--- src/rtl/csr_gate_pkg.sv ---
package csr_gate_pkg;
  localparam int ADDR_W = 12;
  localparam int CNT_W  = 32;
  localparam logic [1:0] PRIV_USER  = 2'd0;
  localparam logic [1:0] PRIV_SUPER = 2'd1;
  localparam logic [1:0] PRIV_MACH  = 2'd3;
endpackage

--- src/rtl/csr_gate_check.sv ---
module csr_gate_check
  import csr_gate_pkg::*;
#(
  parameter int          XLEN     = 32,
  parameter int          NREG     = 4,
  parameter logic [11:0] M_BASE   = 12'h340,
  parameter logic [11:0] S_BASE   = 12'h140,
  parameter logic [11:0] CTR_BASE = 12'hC00
) (
  input  logic [ADDR_W-1:0] addr,
  input  logic [1:0]        priv,
  input  logic [XLEN-1:0]   mask,
  input  logic [CNT_W-1:0]  scnt_en,
  input  logic [CNT_W-1:0]  mcnt_en,
  output logic              hit_m,
  output logic              hit_s,
  output logic              hit_ctr,
  output logic              illegal
);
  localparam int IDX_W = (NREG > 1) ? $clog2(NREG) : 1;
  localparam int CIX_W = $clog2(CNT_W);

  logic priv_ok, ro_viol, ctr_ok, any_hit;

  always_comb begin
    hit_m   = addr[ADDR_W-1:IDX_W] == M_BASE[ADDR_W-1:IDX_W];
    hit_s   = addr[ADDR_W-1:IDX_W] == S_BASE[ADDR_W-1:IDX_W];
    hit_ctr = addr[ADDR_W-1:CIX_W] == CTR_BASE[ADDR_W-1:CIX_W];
    any_hit = hit_m | hit_s | hit_ctr;
    priv_ok = priv >= addr[9:8];
    ro_viol = (addr[11:10] == 2'b11) && (|mask);
    case (priv)
      PRIV_USER:  ctr_ok = scnt_en[addr[CIX_W-1:0]];
      PRIV_SUPER: ctr_ok = mcnt_en[addr[CIX_W-1:0]];
      default:    ctr_ok = 1'b1;
    endcase
    illegal = !any_hit || !priv_ok || ro_viol || (hit_ctr && !ctr_ok);
  end
endmodule

--- src/rtl/csr_gate_merge.sv ---
module csr_gate_merge #(
  parameter int XLEN = 32
) (
  input  logic [XLEN-1:0] old_val,
  input  logic [XLEN-1:0] new_val,
  input  logic [XLEN-1:0] mask,
  output logic [XLEN-1:0] merged
);
  for (genvar b = 0; b < XLEN; b++) begin : g_bit
    assign merged[b] = mask[b] ? new_val[b] : old_val[b];
  end
endmodule

--- src/rtl/csr_gate_bank.sv ---
module csr_gate_bank #(
  parameter int XLEN = 32,
  parameter int NREG = 4
) (
  input  logic              clk,
  input  logic              rst,
  input  logic              we,
  input  logic              sel_s,
  input  logic [((NREG > 1) ? $clog2(NREG) : 1)-1:0] idx,
  input  logic [XLEN-1:0]   wdata,
  output logic [XLEN-1:0]   rdata
);
  localparam int IDX_W   = (NREG > 1) ? $clog2(NREG) : 1;
  localparam int ENTRIES = 2 * NREG;
  localparam int EA_W    = IDX_W + 1;

  logic [XLEN-1:0] regs [ENTRIES];
  logic [EA_W-1:0] ea;

  assign ea    = {sel_s, idx};
  assign rdata = regs[ea];

  always_ff @(posedge clk) begin
    if (rst) begin
      for (int i = 0; i < ENTRIES; i++) regs[i] <= '0;
    end else if (we) begin
      regs[ea] <= wdata;
    end
  end
endmodule

--- src/rtl/csr_gate.sv ---
module csr_gate
  import csr_gate_pkg::*;
#(
  parameter int          XLEN     = 32,
  parameter int          NREG     = 4,
  parameter logic [11:0] M_BASE   = 12'h340,
  parameter logic [11:0] S_BASE   = 12'h140,
  parameter logic [11:0] CTR_BASE = 12'hC00
) (
  input  logic              clk,
  input  logic              rst,
  input  logic              req_valid,
  input  logic [11:0]       req_addr,
  input  logic [XLEN-1:0]   req_new,
  input  logic [XLEN-1:0]   req_mask,
  input  logic [1:0]        cur_priv,
  input  logic [31:0]       scnt_en,
  input  logic [31:0]       mcnt_en,
  input  logic [XLEN-1:0]   ctr_value,
  output logic              rsp_valid,
  output logic              rsp_illegal,
  output logic [XLEN-1:0]   rsp_old,
  output logic              wr_strobe,
  output logic [11:0]       wr_addr,
  output logic [XLEN-1:0]   wr_data
);
  localparam int IDX_W = (NREG > 1) ? $clog2(NREG) : 1;

  logic            hit_m, hit_s, hit_ctr, illegal;
  logic [XLEN-1:0] bank_rd, old_val, merged;
  logic            do_write;

  csr_gate_check #(
    .XLEN(XLEN), .NREG(NREG), .M_BASE(M_BASE), .S_BASE(S_BASE), .CTR_BASE(CTR_BASE)
  ) u_check (
    .addr(req_addr), .priv(cur_priv), .mask(req_mask),
    .scnt_en(scnt_en), .mcnt_en(mcnt_en),
    .hit_m(hit_m), .hit_s(hit_s), .hit_ctr(hit_ctr), .illegal(illegal)
  );

  always_comb begin
    if (hit_m || hit_s) old_val = bank_rd;
    else if (hit_ctr)   old_val = ctr_value;
    else                old_val = '0;
  end

  csr_gate_merge #(.XLEN(XLEN)) u_merge (
    .old_val(old_val), .new_val(req_new), .mask(req_mask), .merged(merged)
  );

  assign do_write = req_valid && !illegal && (|req_mask) && (hit_m || hit_s);

  csr_gate_bank #(.XLEN(XLEN), .NREG(NREG)) u_bank (
    .clk(clk), .rst(rst), .we(do_write), .sel_s(hit_s),
    .idx(req_addr[IDX_W-1:0]), .wdata(merged), .rdata(bank_rd)
  );

  always_ff @(posedge clk) begin
    if (rst) begin
      rsp_valid   <= 1'b0;
      rsp_illegal <= 1'b0;
      rsp_old     <= '0;
      wr_strobe   <= 1'b0;
      wr_addr     <= '0;
      wr_data     <= '0;
    end else begin
      rsp_valid   <= req_valid;
      rsp_illegal <= req_valid && illegal;
      wr_strobe   <= do_write;
      if (req_valid) begin
        rsp_old <= illegal ? '0 : old_val;
        wr_addr <= req_addr;
        wr_data <= merged;
      end
    end
  end

  // one response per request, one cycle later
  assert_rsp_follows_req_R1: assert property (@(posedge clk) disable iff (rst)
    req_valid |=> rsp_valid);
  assert_no_spurious_rsp_R1: assert property (@(posedge clk) disable iff (rst)
    !req_valid |=> !rsp_valid);
  // a write only ever happens at sufficient privilege
  assert_write_priv_R2: assert property (@(posedge clk) disable iff (rst)
    wr_strobe |-> $past(cur_priv) >= wr_addr[9:8]);
  // read-only space is never written
  assert_ro_no_write_R3: assert property (@(posedge clk) disable iff (rst)
    wr_strobe |-> wr_addr[11:10] != 2'b11);
  // unmasked bits of the written value keep their old value
  assert_merge_keeps_R4: assert property (@(posedge clk) disable iff (rst)
    wr_strobe |-> ((wr_data ^ rsp_old) & ~$past(req_mask)) == '0);
  // zero mask never writes
  assert_zero_mask_R5: assert property (@(posedge clk) disable iff (rst)
    (req_valid && req_mask == '0) |=> !wr_strobe);
  // refused accesses never write
  assert_illegal_no_write_R9: assert property (@(posedge clk) disable iff (rst)
    rsp_illegal |-> (rsp_valid && !wr_strobe));
endmodule

--- config.mk ---
export PLATFORM = sky130hd
export DESIGN_NAME = csr_gate
export DESIGN_NICKNAME = d
export VERILOG_FILES = /design/src/rtl/csr_gate_pkg.sv /design/src/rtl/csr_gate_check.sv /design/src/rtl/csr_gate_merge.sv /design/src/rtl/csr_gate_bank.sv /design/src/rtl/csr_gate.sv
export SDC_FILE = /design/constraint.sdc
export NUM_CORES = 1
export LEC_CHECK = 0
export ABC_AREA = 1
export BUFFER_PORTS_ARGS = -buffer_cell sky130_fd_sc_hd__buf_2
export CAP_MARGIN = 20
export CORE_MARGIN = 4
export CORE_UTILIZATION = 45
export CTS_CLUSTER_SIZE = 25
export DETAILED_ROUTE_END_ITERATION = 7
export PLACE_DENSITY_LB_ADDON = 0.1
export SLEW_MARGIN = 20
export SYNTH_ARGS = -nofsm -noshare
export SYNTH_HDL_FRONTEND = slang
export SYNTH_SLANG_ARGS = --single-unit
--- constraint.sdc ---
create_clock -name clk -period 2.8 [get_ports clk]
set_input_delay 0.28 -clock clk [delete_from_list [all_inputs] [get_ports clk]]
set_output_delay 0.28 -clock clk [all_outputs]
set_load 0.01 [all_outputs]
# [Yosys cells after proc, flatten, opt, wreduce, memory -nomap -nowiden]
# Memory sizes are Yosys's and may differ from the RTL's.
# Cells that the tools add are included.
[classes] mux=48 eq_ne=5 n_reduce_logical=17 bitwise=2 order_cmp=2
[ops] cell="32-bit two-way mux" n=4
[ops] cell="32-bit OR reduction" n=2
[ops] cell="1-bit two-way mux" n=40
[ops] cell="1-bit binary-select mux with 5-bit select" n=2
[ops] cell="10-bit by 7-bit equality test with 1-bit output (second input constant)" n=1
[ops] cell="10-bit by 8-bit equality test with 1-bit output (second input constant)" n=1
[ops] cell="7-bit equality test (second input constant)" n=1
[ops] cell="1-bit logical AND" n=6
[ops] cell="5-bit by 6-bit < comparator with 1-bit output (second input constant)" n=1
[ops] cell="1-bit zero test" n=4
[ops] cell="1-bit logical OR" n=4
[ops] cell="3-bit two-way mux" n=1
[ops] cell="2-bit by 1-bit equality test with 1-bit output (second input constant)" n=1
[ops] cell="2-bit equality test (second input constant)" n=1
[ops] cell="2-bit greater-or-equal comparator" n=1
[ops] cell="2-bit zero test" n=1
[ops] cell="1-bit bitwise OR" n=2
[ops] cell="1-bit one-hot mux with 2 select lines" n=1
[totals] regBits=79 output_inout_bits=79 ramBits=256 n_memories=1 word_cells=81 input_bits=177
[mem_list] memory="u_bank.regs" depth=8 width=32 read_ports=1 rd_ports_with_merged_regs=0 write_ports=8 line="csr_gate_bank.sv:17" rtl="logic [XLEN-1:0] regs [ENTRIES];"

# [Logic depth before layout (Yosys ltp)]
[depth] depth_word=16 ltp_mapped=15 ltp_nobuf=13

# [Cells and area by module]
# Synthesis repeated with hierarchy kept, for this count alone.
[hier_totals] cells_unflattened=2145 hier_area_um2=16857.4
[modules_own_cells] mod="csr_gate_bank" area_each_um2=11827.6 seq_area_each_um2=7687.4 instances=1 cells_each=1307
[modules_own_cells] mod="csr_gate" area_each_um2=3514.6 seq_area_each_um2=1581.5 instances=1 cells_each=478
[modules_own_cells] mod="csr_gate_check" area_each_um2=1034.7 seq_area_each_um2=0.0 instances=1 cells_each=232
[modules_own_cells] mod="csr_gate_merge" area_each_um2=480.5 seq_area_each_um2=0.0 instances=1 cells_each=128

# [Worst setup path before layout]
# No wires, ideal clock.
[synth_timing] kind="in2reg" start="input port req_addr[2]" end="memory u_bank.regs[0][0], enable pin" setup_ps=389 setup_slack_ps=-176 required_time_ps=2411 arrival_ps=2586 path_stages=10 n_path_buf=2 path_cell_list="buf_2 -> nor4_1 -> nand3_1 -> nand2_1 -> o21ai_1 -> nor2_2 -> a21boi_2 -> nand3_1 -> buf_2 -> nand2_1"
[synth_rtl] item="start: declaration" line="csr_gate.sv:13" rtl="input logic [11:0] req_addr,"
[synth_rtl] item="end: declaration" line="csr_gate_bank.sv:17"

==> impl_metrics.json <==
{
  "antenna_found_initial": 1,
  "dr.first_iter.drc_count": 1277,
  "cts_setup_buffers": 0,
  "place_ws_ns": -0.0821,
  "ys_warn_count": 0,
  "finalWirelength_mm": 53.0,
  "timing.setup.tns_ns": 0,
  "cts_tree": "done",
  "cts_buffers": 37,
  "grt-ovfl-total": 0,
  "die_w_um": 195,
  "num_rows": 68,
  "routabilityCongestion": 0.893,
  "htree_levels": 2,
  "ys_seq_area_frac": 0.589,
  "peakVddDrop_mv": 0.369,
  "die-height_um": 195,
  "clk_path_buf_depth": 3,
  "finalPower_mw": 11.4,
  "clk_pin_slew_worst_paths_ns": 0.06,
  "maxSlewViolCount": 0,
  "synth.distinct_cells": 29,
  "dieArea_mm2": 0.0380,
  "rsz0062_at_grt": "no",
  "setup_viol": 0,
  "yosysTopAreaCell": "edfxtp_1",
  "synth_top_area_share": 0.489,
  "cts_sinks": 335,
  "synth.most_common_cell": "nand2_1",
  "arrival_ns": 2.62,
  "synth.area.top_cells": "edfxtp_1 49%, nand2_1 13%, dfxtp_1 10%",
  "status": "finished, final reports clean",
  "worst_pin_slew_ns": 0.880,
  "fin_area_mm2": 0.0193,
  "wl_per_cell_um": 20.8,
  "syn_inst": 1803,
  "area_growth_pct": 22.7,
  "initial_utilization": 0.455,
  "grt_use_total": 0.273,
  "yosys-top-cells-count": "524 x nand2_1, 302 x nor2_1, 256 x edfxtp_1",
  "synthesis.nets": 1982,
  "nNetsFinal": 2245,
  "clock_skew_ns": 0.00940,
  "critPathKind": "primary input to flip-flop",
  "timing.fmax_mhz": 420,
  "remaining_drc_errors": 0,
  "cp-start-kind": "primary input",
  "drive_gt1_frac": 0.213,
  "placed_area_mm2": 0.0181,
  "insertedDiodeCount": 0,
  "power_density_mw_per_mm2": 590,
  "worstPathRequired_ns": 3.04,
  "io_buffer_count": 255,
  "relSlewSlack": 0.409,
  "crit_path_max_fanout": 21,
  "synth-seq-cells": 335,
  "async_reset_ff_frac": 0,
  "grt_pass1_vias": 13800,
  "cts_resized": 0,
  "ctsHoldBuffers": 0,
  "synthFlopType": "edfxtp_1",
  "maxCapViolCount": 0,
  "finalHoldViolCount": 0,
  "syn_avg_cell_area_um2": 8.72,
  "worstHoldPathType": "primary input to flip-flop",
  "io_pins": 256,
  "synthesis.area_mm2": 0.0157,
  "core_mm2": 0.0345,
  "worst_slack_ns": 0.421,
  "p_leak_nw": 7.85,
  "final_util": 0.559,
  "end_kind": "flip-flop",
  "grt_pass1_wl_mm": 81.0,
  "post-dp-hpwl_mm": 35.0,
  "viasPerCell": 5.49,
  "synth_edf_count": 256,
  "finalCritPeriodShare": 0.850,
  "grt_max_degree": 85,
  "cts_root_buf": "clkbuf_16",
  "dr.pass1.iters": 5,
  "insertion_delay_ns": 0.52,
  "vias": 14000,
  "final_antenna_net_count": 0,
  "fin_crit_ns": 2.38
}
==> through the flow <==
stage / hold slack, ns / cells
2_1_floorplan: 0.415 / 1803
3_3_place_gp: 0.450 / 2482
3_5_place_dp: 0.452 / 2482
4_1_cts: 0.0315 / 2549
5_1_grt: 0.0535 / 2549
6_report: 0.0482 / 2549
==> state kept, by name (all words and copies together) (netlist names) <==
signal,count
wr_data,32
rsp_valid,1
wr_addr,12
u_bank.regs,256
wr_strobe,1
rsp_illegal,1
rsp_old,32
==> power by group <==
part / switching, mW / internal [mW]
sequential: 0.0704 / 5.56
clock: 1.91 / 2.75
combinational: 0.710 / 0.379
==> routing by layer <==
layer | wire [um] | GRT usage
met1 | 22300 | 0.378
met3 | 4810 | 0.0563
met2 | 24500 | 0.443
met4 | 1310 | 0.0711
met5 | 7 | 0
==> path summary, 6_finish.rpt <==
kind                                                      start                                to  slack (ns)  cells after the start
worst min register to register         rsp_old[21]$_SDFFE_PP0P_          rsp_old[21]$_SDFFE_PP0P_        0.46                      2
worst min-delay path                                req_addr[5]           wr_addr[5]$_SDFFE_PP0P_        0.05                      3
worst max register to register  u_bank.regs[5][2]$_SDFFCE_PN0P_   u_bank.regs[7][2]$_SDFFCE_PN0P_        0.87                      8
worst max-delay path                                req_addr[3]  u_bank.regs[3][27]$_SDFFCE_PN0P_        0.42                     12
==> worst max-delay path: stages <==
cell,delay (ns)
buf_2,0.12
nor2_1,0.17
nand3_1,0.17
nor3_4,0.18
nand2_2,0.42
buf_4,0.35
o21ai_0,0.12
nand2_1,0.08
nand2_1,0.08
a21oi_1,0.07
a21oi_2,0.45
nor2_1,0.11
==> layout by cell type, fill, tap and decap left out, drive strengths merged, types with 3 or more instances in the layout <==
cell type	instances
mux2i	6
buf	348
clkbuf	55
clkinv	10
dfxtp	79
o21ai	88
nand4	34
nor2	303
nand3	49
a21oi	253
edfxtp	256
inv	40
o211ai	26
nor3	11
nor4	3
nand2	525
==> logic make-up (layout without fill, tap and decap cells) <==
kind of cell,count (synthesis),in the layout,share of synthesized area
muxes,6,6,0.00541
AOI/OAI and AO/OA,369,369,0.128
buffers and inverters,164,455,0.0422
and+or+nand+nor,927,927,0.233
adders and majority gates,2,2,0.00159
DFF,335,335,0.589
==> layout make-up <==
| cell class | instances | area (um^2) |
|---|---|---|
| clock buffers | 55 | 1080 |
| clock inverters | 12 | 86.3 |
| fillers | 3232 | 15200 |
| inverters | 40 | 153 |
| multi-input cells | 1304 | 5830 |
| flip-flops and latches | 335 | 9270 |
| well taps | 455 | 569 |
| repair buffers | 348 | 2320 |
Note: power is estimated with default switching activity, not from simulation.
